[config.mk]
export PLATFORM = sky130hd
export DESIGN_NAME = exc_entry_top
export DESIGN_NICKNAME = d
export VERILOG_FILES = /design/src/rtl/exc_entry_pkg.sv /design/src/rtl/exc_entry_ctrl.sv /design/src/rtl/exc_entry_dp.sv /design/src/rtl/exc_entry_top.sv
export SDC_FILE = /design/constraint.sdc
export NUM_CORES = 1
export LEC_CHECK = 0
export BUFFER_PORTS_ARGS = -buffer_cell sky130_fd_sc_hd__buf_4
export CORE_AREA = 2 2 136 138
export CTS_BUF_LIST = sky130_fd_sc_hd__clkbuf_4
export DETAILED_ROUTE_END_ITERATION = 7
export DIE_AREA = 0 0 138 140
export GPL_TIMING_DRIVEN = 1
export PLACE_DENSITY = 0.61
export SLEW_MARGIN = 10
export SYNTH_ARGS = -nofsm -noshare
export SYNTH_HDL_FRONTEND = slang
export SYNTH_HIERARCHICAL = 1
export SYNTH_SLANG_ARGS = --single-unit
[constraint.sdc]
create_clock -name clk -period 2.5 [get_ports clk]
set_input_delay 0.125 -clock clk [delete_from_list [all_inputs] [get_ports clk]]
set_output_delay 0.125 -clock clk [all_outputs]
set_load 0.02 [all_outputs]
[src/rtl/exc_entry_pkg.sv]
package exc_entry_pkg;
  typedef enum logic [1:0] {
    VEC_GENERAL = 2'd0,
    VEC_TLBMISS = 2'd1,
    VEC_INTR    = 2'd2
  } vecSel_t;

  typedef struct packed {
    logic    take;
    logic    isIntr;
    vecSel_t sel;
  } entryCtl_t;
endpackage

[src/rtl/exc_entry_ctrl.sv]
module exc_entry_ctrl
  import exc_entry_pkg::*;
(
  input  logic      boundary,
  input  logic      intReq,
  input  logic      excReq,
  input  logic      excTlbMiss,
  input  logic      blockNow,
  output entryCtl_t ctl
);
  logic intOk;
  logic excOk;

  always_comb begin
    excOk = boundary && excReq;
    intOk = boundary && intReq && !blockNow && !excReq;
    ctl.take   = excOk || intOk;
    ctl.isIntr = intOk;
    if (intOk)           ctl.sel = VEC_INTR;
    else if (excTlbMiss) ctl.sel = VEC_TLBMISS;
    else                 ctl.sel = VEC_GENERAL;
  end
endmodule

[src/rtl/exc_entry_dp.sv]
module exc_entry_dp
  import exc_entry_pkg::*;
#(
  parameter int XLEN = 32,
  parameter int EVT_W = 12,
  parameter int BL_BIT = 28,
  parameter int RB_BIT = 29,
  parameter int MD_BIT = 30,
  parameter logic [31:0] INT_OFS = 32'h0000_0600,
  parameter logic [31:0] TLB_OFS = 32'h0000_0400,
  parameter logic [31:0] GEN_OFS = 32'h0000_0100
) (
  input  logic             clk,
  input  logic             rst,
  input  entryCtl_t        ctl,
  input  logic [EVT_W-1:0] intCode,
  input  logic [EVT_W-1:0] excCode,
  input  logic [XLEN-1:0]  curPc,
  input  logic [XLEN-1:0]  curSr,
  input  logic [XLEN-1:0]  vecBase,
  output logic [XLEN-1:0]  savedPc,
  output logic [XLEN-1:0]  savedSr,
  output logic [XLEN-1:0]  newSr,
  output logic [XLEN-1:0]  intEvt,
  output logic [XLEN-1:0]  intEvt2,
  output logic [XLEN-1:0]  expEvt,
  output logic             redirect,
  output logic [XLEN-1:0]  target
);
  localparam int PAD_W = XLEN - EVT_W;
  localparam logic [XLEN-1:0] SET_MASK =
    (XLEN'(1) << BL_BIT) | (XLEN'(1) << RB_BIT) | (XLEN'(1) << MD_BIT);

  logic [EVT_W-1:0] intEvtQ, intEvt2Q, expEvtQ;
  logic [XLEN-1:0]  offset;
  logic [XLEN-1:0]  sum;

  always_comb begin
    case (ctl.sel)
      VEC_INTR:    offset = XLEN'(INT_OFS);
      VEC_TLBMISS: offset = XLEN'(TLB_OFS);
      default:     offset = XLEN'(GEN_OFS);
    endcase
    sum = vecBase + offset;
  end

  always_ff @(posedge clk) begin
    if (rst) begin
      savedPc  <= '0;
      savedSr  <= '0;
      newSr    <= '0;
      intEvtQ  <= '0;
      intEvt2Q <= '0;
      expEvtQ  <= '0;
      redirect <= 1'b0;
      target   <= '0;
    end else begin
      redirect <= ctl.take;
      if (ctl.take) begin
        savedPc <= curPc;
        savedSr <= curSr;
        newSr   <= curSr | SET_MASK;
        target  <= sum;
        if (ctl.isIntr) begin
          intEvtQ  <= intCode;
          intEvt2Q <= intCode;
        end else begin
          expEvtQ <= excCode;
        end
      end
    end
  end

  generate
    if (PAD_W > 0) begin : g_pad
      assign intEvt  = {{PAD_W{1'b0}}, intEvtQ};
      assign intEvt2 = {{PAD_W{1'b0}}, intEvt2Q};
      assign expEvt  = {{PAD_W{1'b0}}, expEvtQ};
    end else begin : g_full
      assign intEvt  = intEvtQ;
      assign intEvt2 = intEvt2Q;
      assign expEvt  = expEvtQ;
    end
  endgenerate
endmodule

[src/rtl/exc_entry_top.sv]
module exc_entry_top
  import exc_entry_pkg::*;
#(
  parameter int XLEN = 32,
  parameter int EVT_W = 12,
  parameter int BL_BIT = 28,
  parameter int RB_BIT = 29,
  parameter int MD_BIT = 30
) (
  input  logic             clk,
  input  logic             rst,
  input  logic             boundary,
  input  logic             intReq,
  input  logic [EVT_W-1:0] intCode,
  input  logic             excReq,
  input  logic [EVT_W-1:0] excCode,
  input  logic             excTlbMiss,
  input  logic [XLEN-1:0]  curPc,
  input  logic [XLEN-1:0]  curSr,
  input  logic [XLEN-1:0]  vecBase,
  output logic [XLEN-1:0]  savedPc,
  output logic [XLEN-1:0]  savedSr,
  output logic [XLEN-1:0]  newSr,
  output logic [XLEN-1:0]  intEvt,
  output logic [XLEN-1:0]  intEvt2,
  output logic [XLEN-1:0]  expEvt,
  output logic             redirect,
  output logic [XLEN-1:0]  target
);
  entryCtl_t ctl;

  exc_entry_ctrl u_ctrl (
    .boundary  (boundary),
    .intReq    (intReq),
    .excReq    (excReq),
    .excTlbMiss(excTlbMiss),
    .blockNow  (curSr[BL_BIT]),
    .ctl       (ctl)
  );

  exc_entry_dp #(
    .XLEN(XLEN), .EVT_W(EVT_W),
    .BL_BIT(BL_BIT), .RB_BIT(RB_BIT), .MD_BIT(MD_BIT)
  ) u_dp (
    .clk     (clk),
    .rst     (rst),
    .ctl     (ctl),
    .intCode (intCode),
    .excCode (excCode),
    .curPc   (curPc),
    .curSr   (curSr),
    .vecBase (vecBase),
    .savedPc (savedPc),
    .savedSr (savedSr),
    .newSr   (newSr),
    .intEvt  (intEvt),
    .intEvt2 (intEvt2),
    .expEvt  (expEvt),
    .redirect(redirect),
    .target  (target)
  );
endmodule

==> results_dict.tcl, run 1 <==
set metrics [dict create \
    outcome "complete, no violations" \
    dieWidth_um 138 \
    synth_area_mm2 0.00558 \
    finalCritPeriodShare 0.961 \
    grt_pass1_vias 5041 \
    synth_top_cell_by_area "dfxtp_1" \
    synth_edf_count 0 \
    initialDrtViolationCount 138 \
    cts-root-buf "clkbuf_4" \
    synth_cells 614 \
    ant_nets 0 \
    drc 0 \
    routabilityCongestion 0.768 \
    numPortBuffers 290 \
    antenna_found_initial 1 \
    synth.top_cells.by_area "dfxtp_1 44%, buf_4 14%, mux2i_1 13%, nor2_1 6.5%, nand2_1 3.8%" \
    ys_ff_latch 122 \
    ys_async_sr_fraction 0 \
    synthFlopType "dfxtp_1" \
    power.leakage_uw 0.00415 \
    cp_max_fo 4 \
    final.setup_skew_ns 0 \
    syn_area_per_cell_um2 9.08 \
    vias 5287 \
    grt_first_pass_wirelength_mm 26.4 \
    power_density_mw_per_mm2 517 \
    finalSetupViolations 0 \
    via_per_inst 4.33 \
    cp.required_ns 2.94 \
    clk_pin_slew_ns 0.11 \
    core-area_mm2 0.0178 \
    die_area_mm2 0.0193 \
    worstSetupPathType "primary input to flop" \
    n_fill_cell 1672 \
    nets 1109 \
    grt_max_degree 75 \
    cp-start-kind "primary input" \
    slew_headroom 0.644 \
    die_h_um 140 \
    fmax_mhz 416 \
    layout_min_cycle_time_ns 2.40 \
    clock_sinks 122 \
    num_rows 49 \
    max-vdd-ir-drop_uv 242 \
    dr.pass1.iters 6 \
    synth_top_area_share 0.438 \
    arrival_ns 2.84 \
    initial_core_util 0.314 \
    post-cts-setup-buffers 0 \
    rsz0062_at_grt "no" \
    clockBufferDepth 2 \
    yosysMostFrequentCell "dfxtp_1" \
    htreeDepth 4 \
    area_growth_pct 60.7 \
    worstMarginPinSlew_ns 0.533 \
    fin_tns_setup_ns 0 \
    clock_latency_ns 0.52 \
    min_path_type "primary input to flop" \
    drv_slew 0 \
    cp-end-kind "flop" \
    dp_hpwl_mm 11.7 \
    grt_overflow 0 \
    placedInstanceArea_mm2 0.00749 \
    synthDistinctLibCells 39 \
    cts_buffers 17 \
    routed_wl_mm 17.0 \
    pin_count 351 \
    timing.hold.ws_ns 0.0463 \
    drv_cap 0 \
    ys_seq_area_frac 0.438 \
    hold_violations 0 \
    fin_area_mm2 0.00896 \
    wl_per_cell_um 13.9 \
    synth-warning-count 6 \
    p_total_uw 4630 \
    post-route-util 0.504 \
    grt_usage 0.170 \
    cts_tree "built" \
    drive_gt1_frac 0.352 \
    synth_common_cells "122 x dfxtp_1, 105 x buf_4, 97 x nor2_1" \
]
-- per-layer routing --
| metal | GRT usage | vias up | share of wire |
|---|---|---|---|
| li1 | - | 2636 | - |
| met1 | 0.183 | 2411 | 0.39 |
| met2 | 0.306 | 219 | 0.51 |
| met3 | 0.0646 | 21 | 0.078 |
| met4 | 0.0639 | 0 | 0.021 |
| met5 | 0 | - | 0 |
-- cells in the final DEF, fill, tap and decap left out, types with 5 or more instances in the layout --
cell type	netlist	final
inv_1	5	5
a211oi_1	8	8
clkbuf_4	0	17
buf_4	105	303
nor2_1	97	97
dlygate4sd3_1	0	120
a21oi_1	28	28
o31ai_1	8	8
mux2i_1	74	74
dfxtp_1	122	122
or4_1	8	8
nand4_1	6	6
inv_6	0	5
nand2_1	57	57
conb_1	1	60
o21ai_0	6	6
a311oi_1	13	13
-- worst max-delay path, stage by stage --
cell	delay [ns]
buf_4	0.11
and4bb_2	0.27
nor2b_2	0.11
inv_1	0.04
ha_1	0.30
ha_1	0.23
fa_2	0.35
a21o_1	0.22
buf_4	0.16
nand2_1	0.07
xor2_1	0.06
dlygate4sd3_1	0.55
a211oi_1	0.24
-- through the flow --
step	setup WS, ns	std cells
final	0.0974	1221
after global routing	0.0357	1221
after floorplan	0.129	673
after detailed placement	-0.263	1068
after global placement	-0.201	1068
after CTS	0.110	1220
-- final cells by class --
type                            instances  area (um2)  share of cell area
Clock inverter                         15         140              0.0156
Tap cell                              229         287              0.0320
Clock buffer                           17         128              0.0142
Timing Repair Buffer                  426        3540               0.395
Multi-Input combinational cell        406        2410               0.269
Antenna cell                            1        2.50            0.000279
Sequential cell                       122        2440               0.273
Inverter                                5        18.8             0.00209
-- where the power goes --
| part | switching, uW | leakage, uW | total [uW] | internal (uW) |
|---|---|---|---|---|
| registers | 68.1 | 0.00100 | 2120 | 2050 |
| clock network | 837 | 0.000136 | 1340 | 507 |
| logic | 593 | 0.00302 | 1160 | 570 |
-- state kept, by name, summed over array words and instances, names as in the netlist --
register	flops
u_dp/newSr	1
u_dp/target	32
u_dp/savedPc	32
u_dp/intEvt2Q	12
u_dp/expEvtQ	12
u_dp/redirect	1
u_dp/savedSr	32
-- cell families after synthesis --
family	Yosys count	synth area share
XOR/XNOR	8	0.0126
buffers and inverters	145	0.172
adder cells (fa/ha/maj)	5	0.0126
other	1	0.000672
AND/OR/NAND/NOR	192	0.153
AO/OA/AOI/OAI	67	0.0783
multiplexers	74	0.133
flip-flops	122	0.438
-- path summary, 6_finish.rpt --
kind / start / to / slack [ns] / depth (start not counted)
worst max-delay path: boundary / u_dp/target[12] / 0.1 / 13
worst min-delay path: rst / u_dp/savedSr[14] / 0.05 / 2
worst max register to register: u_dp/target[19] / u_dp/target[19] / 1.75 / 2
worst min register to register: u_dp/expEvtQ[5] / u_dp/expEvtQ[5] / 0.46 / 2
-- timing repair --
item | CTS | global route
hold buffers | 120 | 0
hold endpoints to repair | 119 | 0
endpoints found under the setup margin | 0 | 1
gates resized for setup | 0 | 1
Power figures use the tool's default switching activity.
==> run 2, diff against run 1 <==
--- a/config.mk
+++ b/config.mk
@@ -15,5 +15,4 @@
 export SLEW_MARGIN = 10
 export SYNTH_ARGS = -nofsm -noshare
 export SYNTH_HDL_FRONTEND = slang
-export SYNTH_HIERARCHICAL = 1
 export SYNTH_SLANG_ARGS = --single-unit
==> results_dict.tcl, run 2 <==
set metrics [dict create \
    min_path_type "primary input to flop" \
    reg2reg_from "u_dp.newSr[26]" \
    max-vdd-ir-drop_uv 233 \
    grt_max_degree 91 \
    vias 5838 \
    cts_buffers 17 \
    initialDrtViolationCount 218 \
    power_density_mw_per_mm2 513 \
    cp-end-kind "flop" \
    critPathMaxStageDelay_ns 0.56 \
    arrival_ns 2.80 \
    nets 1209 \
    p_seq_frac 0.452 \
    synth_top_family_by_area "simple AND/OR/NAND/NOR gates" \
    num_rows 49 \
    synth_top_cell_by_area "dfxtp_1" \
    layout_min_cycle_time_ns 2.37 \
    routed_wl_mm 18.6 \
    final.setup_skew_ns 0 \
    core-area_mm2 0.0178 \
    synthFlopType "dfxtp_1" \
    power.leakage_uw 0.00416 \
    wl_per_cell_um 14.1 \
    synth_simple_gate_area_frac 0.205 \
    post-route-util 0.513 \
    synthAdderAreaFrac 0.0104 \
    multi_input_area_mm2 0.00237 \
    synthDistinctLibCells 45 \
    pwr-share-comb 0.246 \
    rsz0062_at_grt "yes" \
    ys_ff_latch 122 \
    clkPwrFrac 0.302 \
    dr.pass1.iters 4 \
    synth.mux.area_fraction 0 \
    synth_area_mm2 0.00554 \
    grt_first_pass_wirelength_mm 29.1 \
    routabilityCongestion 0.791 \
    top_regs "u_dp.savedPc x32, u_dp.target x32, u_dp.newSr x30" \
    syn_area_per_cell_um2 7.86 \
    n_fill_cell 1702 \
    antenna_found_initial 1 \
    cts-root-buf "clkbuf_4" \
    clock_latency_ns 0.52 \
    synth.top_cells.by_area "dfxtp_1 44%, buf_4 14%, nand2_1 13%, a21oi_1 9.6%, clkbuf_1 1.7%" \
    finalCritPeriodShare 0.949 \
    final_common_cell "buf_4" \
    final_cell_mix "298 x buf_4, 199 x nand2_1, 139 x dlygate4sd3_1" \
    worstMarginPinSlew_ns 0.591 \
    synth-compound-area-share 0.153 \
    cp-start-kind "primary input" \
    dp_hpwl_mm 12.6 \
    htreeDepth 4 \
    synth-warning-count 0 \
    cts_tree "built" \
    numPortBuffers 290 \
    crit_slowest_cell "dlygate4sd3_1" \
    synth_cells 704 \
    drv_cap 0 \
    hp-start "excReq" \
    cp.required_ns 2.93 \
    synth_top_area_share 0.441 \
    r2r.worst_path.cells 3 \
    slew_headroom 0.605 \
    worstSetupPathType "primary input to flop" \
    grt_usage 0.186 \
    finalSetupViolations 0 \
    dp.cells 1150 \
    whs_path_depth 4 \
    critical_path.cell_chain "dlygate4sd3_1 > buf_4 > nor2b_1 > nand3b_1 > nand2b_1 > ha_1 > a211oi_2 > buf_4 > nor4_2 > xnor2_1 > dlygate4sd3_1 > a21oi_1" \
    pin_count 351 \
    register_area_mm2 0.00244 \
    synth_edf_count 0 \
    synth_common_cells "199 x nand2_1, 122 x dfxtp_1, 106 x a21oi_1" \
    ys_seq_area_frac 0.441 \
    grt_overflow 0 \
    die_h_um 140 \
    switching_share 0.319 \
    clockBufferDepth 2 \
    clock_sinks 122 \
    crit_start "curSr[28]" \
    fin_tns_setup_ns 0 \
    clk_pin_slew_ns 0.12 \
    dieWidth_um 138 \
    drive_gt1_frac 0.311 \
    area_growth_pct 64.7 \
    p_sw_uw 1490 \
    internal-power_uw 3180 \
    cp_max_fo 5 \
    drv_slew 0 \
    ant_nets 0 \
    hold_violations 0 \
    die_area_mm2 0.0193 \
    fmax_mhz 421 \
    synth-xor-area-share 0.0127 \
    fin_cells 1322 \
    ys_async_sr_fraction 0 \
    initial_core_util 0.311 \
    grt_pass1_vias 5617 \
    drc 0 \
    yosysMostFrequentCell "nand2_1" \
    via_per_inst 4.42 \
    outcome "complete, no violations" \
]
[run 2: changes by cell type in the layout (fill, tap and decap cells not counted), moves of 19 or more]
| cell | previous run | this run |
|---|---|---|
| a21oi_1 | 28 | 106 |
| dlygate4sd3_1 | 120 | 139 |
| mux2i_1 | 74 | 0 |
| nand2_1 | 57 | 199 |
| nor2_1 | 97 | 11 |
[run 2: stage by stage]
step / instance area, um2 / total power [uW] / worst slack, ns / hold WS (ns)
floorplan: 5760 / 2760 / 0.00995 / 0.261
global placement: 7440 / 3120 / 0.141 / 0.371
detailed placement: 7440 / 3130 / 0.104 / 0.381
CTS: 9100 / 4730 / 0.0710 / 0.0543
global route: 9120 / 4910 / 0.00200 / 0.0722
finish: 9120 / 4680 / 0.126 / 0.107
[run 2: final cells by class]
type	instances	share of cell area
tap	229	0.0314
multi-input combinational	488	0.260
timing repair buffer	441	0.407
sequential	122	0.268
clock buffer	17	0.0140
inverter	9	0.00370
antenna	1	0.000274
clock inverter	15	0.0163
[run 2: critical path: cells and delay by family]
| kind | cells | cell delay [ns] |
|---|---|---|
| buffers and inverters | 4 | 1.41 |
| and+or+nand+nor | 4 | 0.72 |
| adders and majority gates | 1 | 0.25 |
| xor gates and xnor gates | 1 | 0.15 |
| AOI/OAI and AO/OA | 2 | 0.13 |
[run 2: power groups by stage]
stage | Combinational (uW) | Clock (uW) | Sequential (uW)
after floorplan | 481 | 0 | 2280
after global placement | 968 | 0 | 2160
after detailed placement | 972 | 0 | 2160
after CTS | 1150 | 1460 | 2120
after global routing | 1240 | 1550 | 2130
final | 1150 | 1410 | 2110
[run 2: cell families (layout without fill, tap and decap cells)]
kind of cell / after synthesis / in the layout
simple gates: 262 / 262
compound gates: 154 / 154
buf+inv: 153 / 482
flops: 122 / 122
xor+xnor: 8 / 8
fa+ha+maj: 4 / 4
other cells: 1 / 61
[run 2: what timing repair did]
action | CTS | global route
hold endpoints to repair | 119 | 0
gates resized for setup | 0 | 3
hold buffers | 139 | 0
endpoints found under the setup margin | 0 | 2
buffers inserted | 0 | 0
[run 2: path summary, 6_finish.rpt]
| kind | end | slack [ns] |
|---|---|---|
| worst max register to register | u_dp.newSr[26] | 1.28 |
| worst min register to register | u_dp.savedPc[12] | 0.46 |
| worst max-delay path | u_dp.target[17] | 0.13 |
| worst min-delay path | u_dp.newSr[11] | 0.11 |
[run 2: layer usage]
| metal | up-vias | global-route usage | routed length [um] |
|---|---|---|---|
| met5 | - | 0 | 0 |
| met4 | 0 | 0.0585 | 236 |
| met3 | 15 | 0.0540 | 1260 |
| met2 | 228 | 0.327 | 9380 |
| met1 | 2658 | 0.218 | 7760 |
| li1 | 2937 | - | - |
